**src/rtl/adc_host_pkg.sv**
```systemverilog
package adc_host_pkg;
  localparam int FRAME_W = 16;
  localparam int CHAN_W  = 2;
  localparam int MAG_W   = 12;

  typedef enum logic [2:0] {
    ST_IDLE,
    ST_LEAD,
    ST_LOW,
    ST_HIGH,
    ST_QUIET
  } link_state_e;

  typedef struct packed {
    logic              err;
    logic [CHAN_W-1:0] chan;
    logic              sign;
    logic [MAG_W-1:0]  mag;
  } frame_fields_t;
endpackage

```
**src/rtl/adc_host_tick.sv**
```systemverilog
module adc_host_tick #(
  parameter int DIV_W = 8
) (
  input  logic             clk,
  input  logic             rst_n,
  input  logic             run,
  input  logic [DIV_W-1:0] div,
  output logic             tick
);
  logic [DIV_W-1:0] cnt;

  assign tick = run && (cnt >= div);

  always_ff @(posedge clk) begin
    if (!rst_n)             cnt <= '0;
    else if (!run || tick)  cnt <= '0;
    else                    cnt <= cnt + 1'b1;
  end

  AST_IDLE_COUNT_CLEAR: assert property (@(posedge clk) disable iff (!rst_n)
    !run |=> (cnt == '0));
endmodule

```
**src/rtl/adc_host_seq.sv**
```systemverilog
module adc_host_seq
  import adc_host_pkg::*;
#(
  parameter int BITS         = FRAME_W,
  parameter int QUIET_HALVES = 2
) (
  input  logic clk,
  input  logic rst_n,
  input  logic tick,
  input  logic start,
  output logic run,
  output logic idle,
  output logic cs_n,
  output logic sclk,
  output logic shift_en,
  output logic frame_done
);
  localparam int BW = $clog2(BITS + 1);
  localparam int QW = $clog2(QUIET_HALVES + 1);

  link_state_e   state;
  logic [BW-1:0] bit_cnt;
  logic [QW-1:0] qcnt;
  logic          last;

  assign run      = (state != ST_IDLE);
  assign idle     = (state == ST_IDLE);
  assign last     = (bit_cnt == BW'(BITS - 1));
  assign shift_en = (state == ST_LOW) && tick;

  always_ff @(posedge clk) begin
    if (!rst_n) begin
      state      <= ST_IDLE;
      cs_n       <= 1'b1;
      sclk       <= 1'b1;
      bit_cnt    <= '0;
      qcnt       <= '0;
      frame_done <= 1'b0;
    end else begin
      frame_done <= shift_en && last;
      unique case (state)
        ST_IDLE: if (start) begin
          state   <= ST_LEAD;
          cs_n    <= 1'b0;
          bit_cnt <= '0;
        end
        ST_LEAD: if (tick) begin
          state <= ST_LOW;
          sclk  <= 1'b0;
        end
        ST_LOW: if (tick) begin
          sclk    <= 1'b1;
          bit_cnt <= bit_cnt + 1'b1;
          if (last) begin
            state <= ST_QUIET;
            cs_n  <= 1'b1;
            qcnt  <= '0;
          end else begin
            state <= ST_HIGH;
          end
        end
        ST_HIGH: if (tick) begin
          state <= ST_LOW;
          sclk  <= 1'b0;
        end
        ST_QUIET: if (tick) begin
          if (qcnt == QW'(QUIET_HALVES - 1)) state <= ST_IDLE;
          else                               qcnt  <= qcnt + 1'b1;
        end
        default: state <= ST_IDLE;
      endcase
    end
  end

  AST_SCLK_IDLE_HIGH: assert property (@(posedge clk) disable iff (!rst_n)
    cs_n |-> sclk);
  AST_BIT_LIMIT: assert property (@(posedge clk) disable iff (!rst_n)
    bit_cnt <= BW'(BITS));
  AST_DONE_AFTER_SELECT: assert property (@(posedge clk) disable iff (!rst_n)
    frame_done |-> cs_n);
  AST_START_ONLY_IDLE: assert property (@(posedge clk) disable iff (!rst_n)
    start |-> (state == ST_IDLE));
endmodule

```
**src/rtl/adc_host_shift.sv**
```systemverilog
module adc_host_shift #(
  parameter int BITS = adc_host_pkg::FRAME_W
) (
  input  logic            clk,
  input  logic            rst_n,
  input  logic            load,
  input  logic [BITS-1:0] load_word,
  input  logic            shift_en,
  input  logic            miso,
  output logic            mosi,
  output logic [BITS-1:0] rx_word
);
  logic [BITS-1:0] tx;

  assign mosi = tx[BITS-1];

  always_ff @(posedge clk) begin
    if (!rst_n) begin
      tx      <= '0;
      rx_word <= '0;
    end else begin
      if (load)          tx <= load_word;
      else if (shift_en) tx <= {tx[BITS-2:0], 1'b0};
      if (shift_en)      rx_word <= {rx_word[BITS-2:0], miso};
    end
  end

  AST_TX_HOLD: assert property (@(posedge clk) disable iff (!rst_n)
    !load && !shift_en |=> $stable(mosi));
endmodule

```
**src/rtl/adc_host_decode.sv**
```systemverilog
module adc_host_decode
  import adc_host_pkg::*;
(
  input  logic               clk,
  input  logic               rst_n,
  input  logic               capture,
  input  logic [FRAME_W-1:0] rx_word,
  input  logic               res_ready,
  output logic               res_valid,
  output frame_fields_t      res
);
  always_ff @(posedge clk) begin
    if (!rst_n) begin
      res_valid <= 1'b0;
      res       <= '0;
    end else if (capture) begin
      res_valid <= 1'b1;
      res       <= frame_fields_t'(rx_word);
    end else if (res_valid && res_ready) begin
      res_valid <= 1'b0;
    end
  end

  AST_RESULT_HOLD: assert property (@(posedge clk) disable iff (!rst_n)
    res_valid && !res_ready |=> res_valid && $stable(res));
  AST_RESULT_RELEASE: assert property (@(posedge clk) disable iff (!rst_n)
    res_valid && res_ready && !capture |=> !res_valid);
endmodule

```
**src/rtl/adc_host.sv**
```systemverilog
module adc_host
  import adc_host_pkg::*;
#(
  parameter int DIV_W        = 8,
  parameter int QUIET_HALVES = 2
) (
  input  logic               clk,
  input  logic               rst_n,
  input  logic [DIV_W-1:0]   clk_div,
  input  logic               req_valid,
  output logic               req_ready,
  input  logic [FRAME_W-1:0] req_word,
  output logic               res_valid,
  input  logic               res_ready,
  output logic [CHAN_W-1:0]  res_chan,
  output logic               res_sign,
  output logic [MAG_W-1:0]   res_mag,
  output logic               res_frame_err,
  output logic               adc_cs_n,
  output logic               adc_sclk,
  output logic               adc_mosi,
  input  logic               adc_miso
);
  logic          run, idle, tick, start, shift_en, frame_done;
  logic [FRAME_W-1:0] rx_word;
  frame_fields_t res;

  assign req_ready = idle && !res_valid;
  assign start     = req_valid && req_ready;

  adc_host_tick #(.DIV_W(DIV_W)) u_tick (
    .clk(clk), .rst_n(rst_n), .run(run), .div(clk_div), .tick(tick)
  );

  adc_host_seq #(.BITS(FRAME_W), .QUIET_HALVES(QUIET_HALVES)) u_seq (
    .clk(clk), .rst_n(rst_n), .tick(tick), .start(start), .run(run),
    .idle(idle), .cs_n(adc_cs_n), .sclk(adc_sclk), .shift_en(shift_en),
    .frame_done(frame_done)
  );

  adc_host_shift #(.BITS(FRAME_W)) u_shift (
    .clk(clk), .rst_n(rst_n), .load(start), .load_word(req_word),
    .shift_en(shift_en), .miso(adc_miso), .mosi(adc_mosi), .rx_word(rx_word)
  );

  adc_host_decode u_dec (
    .clk(clk), .rst_n(rst_n), .capture(frame_done), .rx_word(rx_word),
    .res_ready(res_ready), .res_valid(res_valid), .res(res)
  );

  assign res_frame_err = res.err;
  assign res_chan      = res.chan;
  assign res_sign      = res.sign;
  assign res_mag       = res.mag;

  AST_MOSI_STABLE_LOW: assert property (@(posedge clk) disable iff (!rst_n)
    !adc_sclk && $past(!adc_sclk) |-> $stable(adc_mosi));
  AST_READY_WHEN_DESELECTED: assert property (@(posedge clk) disable iff (!rst_n)
    req_ready |-> adc_cs_n && adc_sclk);
  AST_NO_START_WITH_PENDING: assert property (@(posedge clk) disable iff (!rst_n)
    req_valid && req_ready |=> !adc_cs_n && !res_valid);
endmodule

```
**config.mk**
```make
export PLATFORM = sky130hd
export DESIGN_NAME = adc_host
export DESIGN_NICKNAME = d
export VERILOG_FILES = /design/src/rtl/adc_host_pkg.sv /design/src/rtl/adc_host_tick.sv /design/src/rtl/adc_host_seq.sv /design/src/rtl/adc_host_shift.sv /design/src/rtl/adc_host_decode.sv /design/src/rtl/adc_host.sv
export SDC_FILE = /design/constraint.sdc
export NUM_CORES = 1
export LEC_CHECK = 0
export CORE_ASPECT_RATIO = 0.8
export CORE_MARGIN = 2
export CORE_UTILIZATION = 50
export DETAILED_ROUTE_END_ITERATION = 10
export PLACE_DENSITY = 0.8
export SETUP_SLACK_MARGIN = 0.2
export SLEW_MARGIN = 20
export SYNTH_ARGS = -nofsm -noshare
export SYNTH_HDL_FRONTEND = slang
export SYNTH_SLANG_ARGS = --single-unit
```
**constraint.sdc**
```tcl
create_clock -name clk -period 3.8 [get_ports clk]
set_input_delay 0.38 -clock clk [delete_from_list [all_inputs] [get_ports clk]]
set_output_delay 0.38 -clock clk [all_outputs]
set_load 0.01 [all_outputs]
```
# ---- Word-level counts from Yosys, hierarchy flattened
# Index checks and enable logic that the tools add are counted.
dict set report word_totals {
  word_cells 81
  regBits 70
  input_bits 29
  out_inout_bits 21
}
dict set report classes {
  n_eq_ne 13
  order_cmp 1
  mux 26
  n_addsub 3
  n_reduce_logical 23
  bitwise_logic 1
}
# operator n
set ops {}
lappend ops {{$mux W16} 2}
lappend ops {{$mux W3} 6}
lappend ops {{$ne A2 B1 Y1 const B} 6}
lappend ops {{$pmux W3 S4} 1}
lappend ops {{$mux W5} 2}
lappend ops {{$pmux W5 S2} 1}
lappend ops {{$reduce_and A5 Y1} 2}
lappend ops {{$reduce_bool A2 Y1} 5}
lappend ops {{$add A8 B1 Y8 const B} 1}
lappend ops {{$ge A8 B8 Y1} 1}
lappend ops {{$mux W2} 4}
lappend ops {{$mux W1} 7}
lappend ops {{$eq A3 B2 Y1 const B} 2}
lappend ops {{$logic_and A1 B1 Y1} 6}
lappend ops {{$reduce_and A3 Y1} 2}
lappend ops {{$add A5 B1 Y5 const B} 1}
lappend ops {{$eq A5 B4 Y1 const B} 1}
lappend ops {{$pmux W1 S2} 2}
lappend ops {{$pmux W2 S2} 1}
lappend ops {{$reduce_and A4 Y1} 1}
lappend ops {{$reduce_or A2 Y1} 2}
lappend ops {{$eq A3 B1 Y1 const B} 1}
lappend ops {{$eq A3 B3 Y1 const B} 1}
lappend ops {{$logic_not A3 Y1} 1}
lappend ops {{other kinds (7)} 8}

# ---- Depth between registers and ports, before layout
# Gate-level depths: netlist of the first run.
dict set report logic_depth {
  word_depth 5
  depth_mapped 9
  mapped_depth_nobuf 7
}

# ---- Cells and area by module
# From an unflattened synthesis of the first run, not the netlist that was laid out.
dict set report unflattened {
  cells_unflattened 316
  area_unflattened_um2 3289.4
}
# mod cells_each seq_area_each_um2 area_each_um2 instances
set by_module_without_submodules {}
lappend by_module_without_submodules {adc_host_shift 122 640.6 1397.6 1}
lappend by_module_without_submodules {adc_host_seq 79 260.2 701.9 1}
lappend by_module_without_submodules {adc_host_decode 54 340.3 649.4 1}
lappend by_module_without_submodules {adc_host_tick 59 160.2 525.5 1}
lappend by_module_without_submodules {adc_host 2 0.0 15.0 1}

# ---- Worst setup path after synthesis of the first run
# Ideal clock, no wire load.
dict set report synth_timing {
  path_kind {input-to-reg}
  startpoint {in clk_div[0]}
  endpoint {reg u_tick.cnt[2]}
  path_slack_ps 1730
  stages 8
  required_time_ps 3732
  arrival_time_ps 2002
  setup_ps 68
  n_path_buf 2
  path_cell_list {ha_1 nand2b_1 a2111oi_2 o21ba_1 buf_2 buf_4 o311ai_1 nor2_1}
}
dict set report synth_between {
  elab_chain_cells 4
}
# item line_no
set synth_rtl {}
lappend synth_rtl {{from (decl)} adc_host.sv:9} ;# input logic [DIV_W-1:0] clk_div,
lappend synth_rtl {{$ge A8 B8 Y1} adc_host_tick.sv:12} ;# assign tick = run && (cnt >= div);
lappend synth_rtl {{$logic_and A1 B1 Y1} adc_host_tick.sv:12}
lappend synth_rtl {{$logic_or A1 B1 Y1} adc_host_tick.sv:16} ;# else if (!run || tick) cnt <= '0;
lappend synth_rtl {{$reduce_or A2 Y1 (no source line)} --}
lappend synth_rtl {{to (signal assigned)} adc_host_tick.sv:17} ;# else cnt <= cnt + 1'b1;
lappend synth_rtl {{to (decl)} adc_host_tick.sv:10} ;# logic [DIV_W-1:0] cnt;
# No other way between the ends.
# A chain may end at the register's enable or synchronous reset.

# ---- Worst setup path after layout of the first run
dict set report layout_timing {
  startpoint {in clk_div[0]}
  endpoint {reg u_tick.cnt[3]}
}
# The elaborated chain is that of the path after synthesis.

==> results of run 1 <==
[registers in the layout, summed over array words and instances, names as in the netlist, 2 cells and up]
name	cells
u_dec.res	16
u_seq.bit_cnt	5
u_seq.qcnt	2
u_seq.state	3
u_shift.rx_word	16
u_shift.tx	16
u_tick.cnt	8
[kinds of logic after synthesis]
kind of cell | Yosys count
buf+inv | 47
xor+xnor | 6
simple gates | 76
compound gates | 124
mux | 18
fa+ha+maj | 12
flops | 70
[power groups by stage]
| stage | registers (mW) | logic (mW) | clock network [mW] |
|---|---|---|---|
| after floorplan | 0.775 | 0.0581 | 0 |
| after global placement | 0.777 | 0.100 | 0 |
| after detailed placement | 0.778 | 0.104 | 0 |
| after CTS | 0.761 | 0.104 | 0.669 |
| after global routing | 0.764 | 0.116 | 0.696 |
| final | 0.762 | 0.104 | 0.658 |
[through the flow]
stage,std cells,utilization (%)
finish,476,64.4
global route,476,64.4
CTS,476,64.4
detailed placement,460,60.6
global placement,460,60.6
floorplan,353,-
[final timing paths]
| kind | depth (start not counted) | startpoint | to | slack, ns |
|---|---|---|---|---|
| min reg2reg | 1 | u_tick.cnt[0] | u_tick.cnt[0] | 0.46 |
| max reg2reg | 7 | u_tick.cnt[0] | u_tick.cnt[3] | 1.21 |
| min | 1 | u_tick.cnt[0] | u_tick.cnt[0] | 0.46 |
| max | 7 | clk_div[0] | u_tick.cnt[3] | 1.17 |
[layout make-up]
cell class / instances / area (um2)
well taps: 81 / 101
multi-input cells: 236 / 1460
clock buffers: 10 / 138
repair buffers: 56 / 543
flip-flops and latches: 70 / 1400
inverters: 17 / 63.8
fillers: 525 / 2090
clock inverters: 6 / 85.1
[metal layers]
layer | track usage (%) | wire length, um | up-vias
li1 | - | - | 1332
met1 | 25.1 | 3110 | 1255
met2 | 34.0 | 3040 | 70
met3 | 5.44 | 340 | 10
met4 | 7.58 | 73 | 0
met5 | 0 | 0 | -
[worst reg2reg max path: stages (launching register included)]
cell       delay [ns]
dfxtp_1          0.37
inv_1            0.06
ha_1             0.26
nand2b_1         0.15
a2111oi_2        0.45
o21ba_1          0.59
o311ai_1         0.44
nor2_1           0.20
[Yosys cell counts, types with 5 or more instances]
master	count
ha_1	12
buf_2	5
o21ai_0	49
a31oi_1	15
nand3_1	22
nor2_1	26
nand2_1	8
a21oi_1	42
dfxtp_1	70
clkbuf_1	24
mux2i_1	18
inv_1	16
==> impl_metrics.sql, run 1 <==
INSERT INTO impl_metrics (metric_group, metric, value, unit) VALUES
('run_status', 'outcome', 'finished clean', ''),
('power_and_ir_drop', 'share_clk_of_total_power', '43.2', '%'),
('critical_path', 'worst_setup_path_start_kind', 'primary input', ''),
('timing', 'final_tns_setup', '0', 'ns'),
('power_and_ir_drop', 'p_int', '1.19', 'mW'),
('route', 'dr.pass1.iters', '4', ''),
('placed_design', 'finalWeightedCongestion', '0.796', ''),
('route', 'postRouteWirelength', '6560', 'um'),
('finish', 'nNetsFinal', '431', ''),
('critical_path', 'critPathRequiredTime', '4.07', 'ns'),
('grt', 'grt_remaining_overflow', '0', ''),
('power_and_ir_drop', 'seq_power_share', '50.0', '%'),
('critical_path', 'worst-path-buf-inv', '1', ''),
('cts', 'htree_num_levels', '3', ''),
('route', 'route.detailed.vias_per_inst', '5.60', ''),
('finish', 'layout.cells.most_common', 'dfxtp_1', ''),
('timing', 'tightestPinTransition', '0.941', 'ns'),
('run', 'cap_violations', '0', ''),
('yosys', 'synth-async-reset-ratio', '0', '%'),
('die', 'floorplan.die.width', '91.1', 'um'),
('timing', 'hold-worst-slack', '0.460', 'ns'),
('power_and_ir_drop', 'total_net_switching_power', '335', 'uW'),
('grt', 'antenna_violations_before_repair', '0', ''),
('yosys', 'synth-xor-area-share', '1.73', '%'),
('route', 'detail_route.wl_per_cell', '13.8', 'um'),
('power_and_ir_drop', 'power-per-cell-area', '402', 'nW/um2'),
('finish', 'final_layout_size_suffix_gt1_share', '6.58', '%'),
('yosys', 'synth.yosys.warnings', '0', ''),
('yosys', 'synth_flop_cell', 'dfxtp_1', ''),
('route', 'drcViolationCount', '0', ''),
('critical_path', 'crit_path_max_cell_delay', '0.59', 'ns'),
('yosys', 'mappedNetlistNets', '394', ''),
('cts', 'clk_pin_slew_worst_paths', '0.07', 'ns'),
('critical_path', 'kind_of_critical_path', 'primary input to register', ''),
('timing', 'setup_violations', '0', ''),
('grt', 'number_of_global_route_vias_before_repair', '2462', ''),
('placed_design', 'place.port_buffers', '49', ''),
('grt', 'grt_first_pass_wirelength', '10900', 'um'),
('grt', 'grt_usage', '20.2', '%'),
('yosys', 'synth_top_area_cell', 'dfxtp_1', ''),
('cts', 'cts-root-buf', 'clkbuf_8', ''),
('yosys', 'synth_cell_type_count', '37', ''),
('placed_design', 'hpwl', '4330', 'um'),
('timing', 'timing.final.crit_share', '69.1', '%'),
('yosys', 'synth_edf_count', '0', ''),
('critical_path', 'critical_path.cell_chain', 'clkdlybuf4s50_1, ha_1, nand2b_1, a2111oi_2, o21ba_1, o311ai_1, nor2_1', ''),
('yosys', 'muxShareOfSynthArea', '5.93', '%'),
('timing', 'final-max-slew-violation-count', '0', ''),
('grt', 'grt_start_max_net_pins', '37', ''),
('power_and_ir_drop', 'power_switching_share', '22.0', '%'),
('critical_path', 'critPathMaxFanout', '19', ''),
('power_and_ir_drop', 'power_total', '1.52', 'mW'),
('cts', 'tritoncts', 'built', ''),
('cts', 'cts.path.max_buffers', '2', ''),
('yosys', 'synthAdderAreaFrac', '4.94', '%'),
('finish', 'design_area', '3790', 'um2'),
('timing', 'final_hold_viol_count', '0', ''),
('cts', 'post_cts_resize_count', '0', ''),
('min_path', 'holdCritPathClass', 'register to register', ''),
('finish', 'antennaDiodeCount', '0', ''),
('yosys', 'number_of_standard_cells_after_synthesis', '353', ''),
('yosys', 'yosys.area.top_type_share', '46.1', '%'),
('cts', 'number_of_buffers_inserted_during_clock_tree_synthesis', '9', ''),
('yosys', 'post_synth.cell_area_avg', '8.60', 'um2'),
('finish', 'layout_common_cells', 'dfxtp_1 (70), o21ai_0 (49), clkdlybuf4s50_1 (49)', ''),
('yosys', 'synth_top_cells_by_area', 'dfxtp_1 (46%), o21ai_0 (8.1%), a21oi_1 (6.9%)', ''),
('yosys', 'fraction_of_the_yosys_area_taken_by_sequential_cells', '46.1', '%'),
('timing', 'clock-skew-final', '0.00820', 'ns'),
('route', 'via_count', '2667', ''),
('yosys', 'post_synth_and_or_nand_nor_area_fraction', '12.0', '%'),
('cts', 'insertion_delay', '0.34', 'ns');
Note: power is estimated with default switching activity, not from simulation.
==> run 2: changes to the inputs <==
- clock period: 3.8 -> 2.65 ns (I/O delays scaled with it)
==> run 2 against run 1 <==
Compared with the run above: sequential power is 43% higher; power increased by 46%; count of clock-buffer cells in the layout is 3 higher.
==> impl_metrics.sql, run 2 (synthesized netlist as in run 1, its figures left out) <==
INSERT INTO impl_metrics (metric_group, metric, value, unit) VALUES
('finish', 'multiInputGateArea', '1460', 'um2'),
('finish', 'antennaDiodeCount', '0', ''),
('timing', 'tightestPinTransition', '1.01', 'ns'),
('timing', 'final_tns_setup', '0', 'ns'),
('die', 'fp.dieArea', '6720', 'um2'),
('die', 'top_level_ports', '50', ''),
('grt', 'grt_start_max_net_pins', '37', ''),
('timing', 'max_freq', '447', 'MHz'),
('critical_path', 'critical_path.cell_chain', 'clkdlybuf4s50_1, inv_1, ha_1, o21ai_1, a211o_1, o21ba_2, buf_4, or4_1, a211oi_1', ''),
('run_status', 'outcome', 'finished clean', ''),
('placed_design', 'place.port_buffers', '49', ''),
('route', 'via_count', '2659', ''),
('critical_path', 'worst_setup_path_start_kind', 'primary input', ''),
('die', 'fp.dieH', '73.7', 'um'),
('cts', 'htree_num_levels', '3', ''),
('timing', 'final_hold_viol_count', '0', ''),
('grt', 'number_of_global_route_vias_before_repair', '2563', ''),
('timing', 'hold-worst-slack', '0.467', 'ns'),
('cts', 'clk_pin_slew_worst_paths', '0.07', 'ns'),
('timing', 'max_slew_margin', '31.9', '%'),
('cts', 'clock_sink_count', '70', ''),
('die', 'floorplan.die.width', '91.1', 'um'),
('cts', 'insertion_delay', '0.34', 'ns'),
('cts', 'tritoncts', 'built', ''),
('route', 'drcViolationCount', '0', ''),
('die', 'rows', '25', ''),
('critical_path', 'worst-path-buf-inv', '3', ''),
('power_and_ir_drop', 'power_total', '2.23', 'mW'),
('placed_design', 'hpwl', '4550', 'um'),
('finish', 'nNetsFinal', '437', ''),
('critical_path', 'critPathRequiredTime', '2.91', 'ns'),
('power_and_ir_drop', 'cellLeakagePower', '1.39', 'nW'),
('finish', 'seqCellArea', '1400', 'um2'),
('cts', 'number_of_buffers_inserted_during_clock_tree_synthesis', '9', ''),
('critical_path', 'critical_path.top_delay_family', 'compound AO/OA/AOI/OAI gates', ''),
('route', 'postRouteWirelength', '6860', 'um'),
('timing', 'rsz_0062_raised_after_global_routing', 'false', ''),
('finish', 'top_regs', 'u_dec.res (16), u_shift.rx_word (16), u_shift.tx (16)', ''),
('cts', 'count_of_hold_fix_buffers_inserted_at_cts', '0', ''),
('timing', 'timing.final.crit_share', '84.3', '%'),
('finish', 'layout.cells.most_common', 'dfxtp_1', ''),
('placed_design', 'finalWeightedCongestion', '0.807', ''),
('die', 'core-area', '5880', 'um2'),
('critical_path', 'critPathSlowestCell', 'clkdlybuf4s50_1', ''),
('critical_path', 'critPathMaxFanout', '6', ''),
('grt', 'grt_usage', '21.9', '%'),
('cts', 'cts.path.max_buffers', '2', ''),
('timing', 'setup_violations', '0', ''),
('critical_path', 'critPathArrivalTime', '2.49', 'ns'),
('power_and_ir_drop', 'power.ir.vdd_worst', '0.373', 'mV'),
('min_path', 'holdCritPathClass', 'register to register', ''),
('finish', 'final_layout_size_suffix_gt1_share', '7.98', '%'),
('critical_path', 'crit_path_max_cell_delay', '0.46', 'ns'),
('route', 'detail_route.wl_per_cell', '14.2', 'um'),
('finish', 'layout_common_cells', 'dfxtp_1 (70), o21ai_0 (49), clkdlybuf4s50_1 (49)', ''),
('route', 'ant_nets', '0', ''),
('timing', 'final-max-slew-violation-count', '0', ''),
('run', 'cap_violations', '0', ''),
('grt', 'grt_remaining_overflow', '0', ''),
('timing', 'clock-skew-final', '0.00452', 'ns'),
('power_and_ir_drop', 'power-per-cell-area', '577', 'nW/um2'),
('finish', 'area_growth', '27.4', '%'),
('route', 'drtIter0Drc', '193', ''),
('grt', 'antenna_violations_before_repair', '0', ''),
('timing', 'min_cycle_time_layout', '2.24', 'ns'),
('cts', 'cts-root-buf', 'clkbuf_8', ''),
('route', 'route.detailed.vias_per_inst', '5.52', ''),
('critical_path', 'critPathCaptureType', 'register', ''),
('grt', 'grt_first_pass_wirelength', '11600', 'um'),
('finish', 'finish.utilization', '65.8', '%'),
('die', 'initial_utilization', '51.6', '%'),
('critical_path', 'kind_of_critical_path', 'primary input to register', ''),
('route', 'dr.pass1.iters', '5', ''),
('finish', 'layout.filler_cells', '501', '');
run 2: cell types whose count changed in the layout (fill, tap and decap cells not counted):
cell	delta
clkbuf_1	+1
clkinv_2	-1
o21ba_2	+1
buf_4	+4
buf_12	+2
clkbuf_8	+2
clkinvlp_4	-2
o21ba_1	-1
run 2: path summary, 6_finish.rpt:
check                     start  cells after the start  slack [ns]                to
setup reg to reg  u_tick.cnt[2]                      7        0.41  u_seq.bit_cnt[2]
hold / removal    u_seq.qcnt[1]                      2        0.47     u_seq.qcnt[1]
setup / recovery     clk_div[2]                      9        0.41  u_seq.bit_cnt[2]
hold reg to reg   u_seq.qcnt[1]                      2        0.47     u_seq.qcnt[1]
run 2: per-layer routing:
layer  vias up  global-route usage [%]  part of all wire [%]
met5         -                       0                     0
met4         0                    7.41                  0.99
met3         9                    7.79                   5.1
met2        70                    35.4                    45
met1      1243                    27.4                    49
li1       1337                       -                     -
run 2: tightest hold or removal path: cells and delay by family, from the launching register on:
family / cells / cell delay (ns)
DFF: 1 / 0.31
muxes: 1 / 0.06
and+or+nand+nor: 1 / 0.05
run 2: repair_timing:
item                       4_1_cts  5_1_grt
setup endpoints to repair        0        7
setup buffers                    0        0
gates resized for setup          0        1
run 2: area by class of cell:
type / count / share of cell area [%]
Clock buffer: 13 / 4.37
Multi-Input combinational cell: 236 / 37.6
Clock inverter: 3 / 1.68
Inverter: 17 / 1.65
Sequential cell: 70 / 36.2
Timing Repair Buffer: 62 / 15.8
Tap cell: 81 / 2.62
run 2: through the flow:
stage	setup WS, ns	std cells	cell area [um2]
final	0.415	482	3870
after global routing	0.241	482	3870
after CTS	0.345	482	3870
after detailed placement	0.0115	466	3630
after global placement	0.131	466	3630
after floorplan	0.588	353	3040
run 2: where the power goes:
part | leakage (nW) | switching (mW) | internal, mW
Combinational | 0.704 | 0.0727 | 0.0803
Sequential | 0.568 | 0.0152 | 1.08
Clock | 0.120 | 0.380 | 0.606
Total | 1.39 | 0.468 | 1.76
==> run 3: changes to the inputs <==
- CORE_UTILIZATION: 50 -> 48
- clock period: 2.65 -> 2 ns (I/O delays scaled with it)
==> run 3 against run 2 <==
Compared with the run above: first-iteration DRC count up 9.3%; sequential cell count stayed put; cell count grew 2.9%; design area is 9.2% higher; highest routed layer unchanged.
==> impl_metrics.sql, run 3 (synthesized netlist as in run 1, its figures left out) <==
INSERT INTO impl_metrics (metric_group, metric, value, unit) VALUES
('run_status', 'outcome', 'finished clean', ''),
('cts', 'count_of_hold_fix_buffers_inserted_at_cts', '0', ''),
('timing', 'tightestPinTransition', '0.524', 'ns'),
('die', 'top_level_ports', '50', ''),
('run', 'cap_violations', '0', ''),
('grt', 'grt_remaining_overflow', '0', ''),
('finish', 'layout_common_cells', 'dfxtp_1 (63), clkdlybuf4s50_1 (48), o21ai_0 (46)', ''),
('cts', 'insertion_delay', '0.35', 'ns'),
('timing', 'final-max-slew-violation-count', '0', ''),
('cts', 'cts.path.max_buffers', '2', ''),
('timing', 'max_freq', '501', 'MHz'),
('cts', 'clk_pin_slew_worst_paths', '0.07', 'ns'),
('timing', 'timing.final.crit_share', '99.8', '%'),
('cts', 'htree_num_levels', '3', ''),
('cts', 'cts-root-buf', 'clkbuf_8', ''),
('route', 'detail_route.wl_per_cell', '15.3', 'um'),
('cts', 'clock_sink_count', '70', ''),
('power_and_ir_drop', 'power_total', '2.67', 'mW'),
('grt', 'grt_start_max_net_pins', '29', ''),
('finish', 'top_regs', 'u_dec.res (16), u_shift.rx_word (16), u_shift.tx (16)', ''),
('power_and_ir_drop', 'total_net_switching_power', '634', 'uW'),
('critical_path', 'critPathCaptureType', 'register', ''),
('die', 'fp.dieH', '75.1', 'um'),
('critical_path', 'critPathArrivalTime', '2.27', 'ns'),
('timing', 'final_hold_viol_count', '0', ''),
('critical_path', 'setup.worst_path.start', 'u_tick.cnt[0]', ''),
('die', 'core-area', '6010', 'um2'),
('timing', 'min_cycle_time_layout', '2.00', 'ns'),
('critical_path', 'critPathRequiredTime', '2.27', 'ns'),
('die', 'floorplan.die.width', '92.9', 'um'),
('power_and_ir_drop', 'power-per-cell-area', '632', 'nW/um2'),
('timing', 'final_tns_setup', '0', 'ns'),
('route', 'route.detailed.vias_per_inst', '5.76', ''),
('finish', 'layout.filler_cells', '484', ''),
('finish', 'antennaDiodeCount', '0', ''),
('route', 'dr.pass1.iters', '7', ''),
('die', 'rows', '25', ''),
('critical_path', 'worstReg2RegStart', 'u_tick.cnt[0]', ''),
('finish', 'final_layout_size_suffix_gt1_share', '19.0', '%'),
('min_path', 'holdCritPathClass', 'primary input to register', ''),
('power_and_ir_drop', 'p_int', '2.04', 'mW'),
('critical_path', 'critPathSlowestCell', 'a2111oi_4', ''),
('route', 'via_count', '2855', ''),
('critical_path', 'critPathMaxFanout', '6', ''),
('route', 'postRouteWirelength', '7590', 'um'),
('critical_path', 'crit_path_max_cell_delay', '0.35', 'ns'),
('route', 'ant_nets', '0', ''),
('timing', 'setup_violations', '0', ''),
('timing', 'rsz_0062_raised_after_global_routing', 'true', ''),
('grt', 'grt_usage', '21.0', '%'),
('critical_path', 'worst_setup_path_start_kind', 'register', ''),
('power_and_ir_drop', 'seq_power_share', '54.5', '%'),
('critical_path', 'kind_of_critical_path', 'register to register', ''),
('critical_path', 'critical_path.cell_chain', 'inv_2, ha_4, nand2b_4, a2111oi_4, o21ba_4, buf_6, buf_12, o211ai_1, a21oi_2', ''),
('route', 'drtIter0Drc', '211', ''),
('placed_design', 'hpwl', '4630', 'um'),
('min_path', 'hp-start', 'req_word[0]', ''),
('power_and_ir_drop', 'cellLeakagePower', '1.49', 'nW'),
('power_and_ir_drop', 'power.ir.vdd_worst', '0.532', 'mV'),
('route', 'drcViolationCount', '0', ''),
('grt', 'antenna_violations_before_repair', '0', ''),
('power_and_ir_drop', 'share_clk_of_total_power', '35.8', '%'),
('finish', 'nNetsFinal', '453', ''),
('timing', 'clock-skew-final', '0.00393', 'ns'),
('grt', 'grt_first_pass_wirelength', '11500', 'um'),
('power_and_ir_drop', 'power_switching_share', '23.8', '%'),
('finish', 'area_growth', '39.1', '%'),
('placed_design', 'finalWeightedCongestion', '0.856', ''),
('die', 'fp.dieArea', '6980', 'um2'),
('finish', 'layout.cells.most_common', 'dfxtp_1', ''),
('cts', 'number_of_buffers_inserted_during_clock_tree_synthesis', '9', ''),
('grt', 'number_of_global_route_vias_before_repair', '2565', ''),
('timing', 'max_slew_margin', '64.7', '%'),
('placed_design', 'place.port_buffers', '49', ''),
('die', 'initial_utilization', '50.6', '%'),
('power_and_ir_drop', 'power.combinational.fraction', '9.8', '%'),
('cts', 'tritoncts', 'built', '');
## run 3: changes by cell type in the layout (fill, tap and decap cells not counted), sizes merged
cell and delta:
bufinv -2, clkbuf +1, o21ba +1, clkdlybuf4s50 -1
clkinv +1, dlygate4sd2 +1, buf +13
## run 3: final cells by class
class / count / area [um2] / share of cell area (%)
Tap cell: 81 / 101 / 2.40
Clock buffer: 12 / 145 / 3.44
Timing Repair Buffer: 77 / 795 / 18.8
Inverter: 17 / 63.8 / 1.51
Sequential cell: 70 / 1410 / 33.4
Clock inverter: 2 / 10.0 / 0.237
Multi-Input combinational cell: 237 / 1700 / 40.2
## run 3: stage by stage
stage / instances / worst slack (ns) / util, % / hold slack, ns / cell area [um2]
2_1_floorplan: 353 / 0.120 / - / 0.340 / 3120
3_3_place_gp: 478 / -0.301 / 63.4 / 0.451 / 3810
3_5_place_dp: 478 / -0.409 / 63.4 / 0.460 / 3810
4_1_cts: 492 / 0.0581 / 66.3 / 0.411 / 3980
5_1_grt: 496 / -0.0822 / 70.3 / 0.443 / 4220
6_report: 496 / 0.00440 / 70.3 / 0.418 / 4220
## run 3: path summary, 6_finish.rpt
check	end	slack [ns]	cells past startpoint
setup / recovery	u_seq.bit_cnt[0]	0.004	9
hold / removal	u_shift.tx[0]	0.42	3
setup reg to reg	u_seq.bit_cnt[0]	0.004	9
hold reg to reg	u_seq.qcnt[1]	0.47	2
## run 3: critical path, delay by kind of cell, from the launching register on
family	cells	cell delay, ns
compound gates	4	0.92
buf+inv	3	0.31
simple gates	1	0.14
fa+ha+maj	1	0.20
flops	1	0.34
## run 3: metal layers
metal / vias to the layer above / track usage (%) / wire [um]
li1: 1374 / - / -
met3: 16 / 6.91 / 565
met4: 0 / 4.90 / 118
met2: 117 / 34.7 / 3530
met1: 1348 / 27.1 / 3370
met5: - / 0 / 0
## run 3: power groups by stage
| stage | registers (mW) | clock network, mW | logic (mW) |
|---|---|---|---|
| after CTS | 1.45 | 0.961 | 0.231 |
| after floorplan | 1.47 | 0 | 0.122 |
| after global routing | 1.46 | 1.02 | 0.285 |
| final | 1.45 | 0.955 | 0.261 |
| after global placement | 1.48 | 0 | 0.222 |
| after detailed placement | 1.48 | 0 | 0.229 |
## run 3: repair_timing
| action | CTS | global route |
|---|---|---|
| setup endpoints to repair | 54 | 53 |
| setup buffers | 0 | 1 |
| pin swaps | 1 | 12 |
| gates cloned | 0 | 3 |
| endpoints found under the hold margin | 0 | 0 |
| gates resized for setup | 8 | 30 |
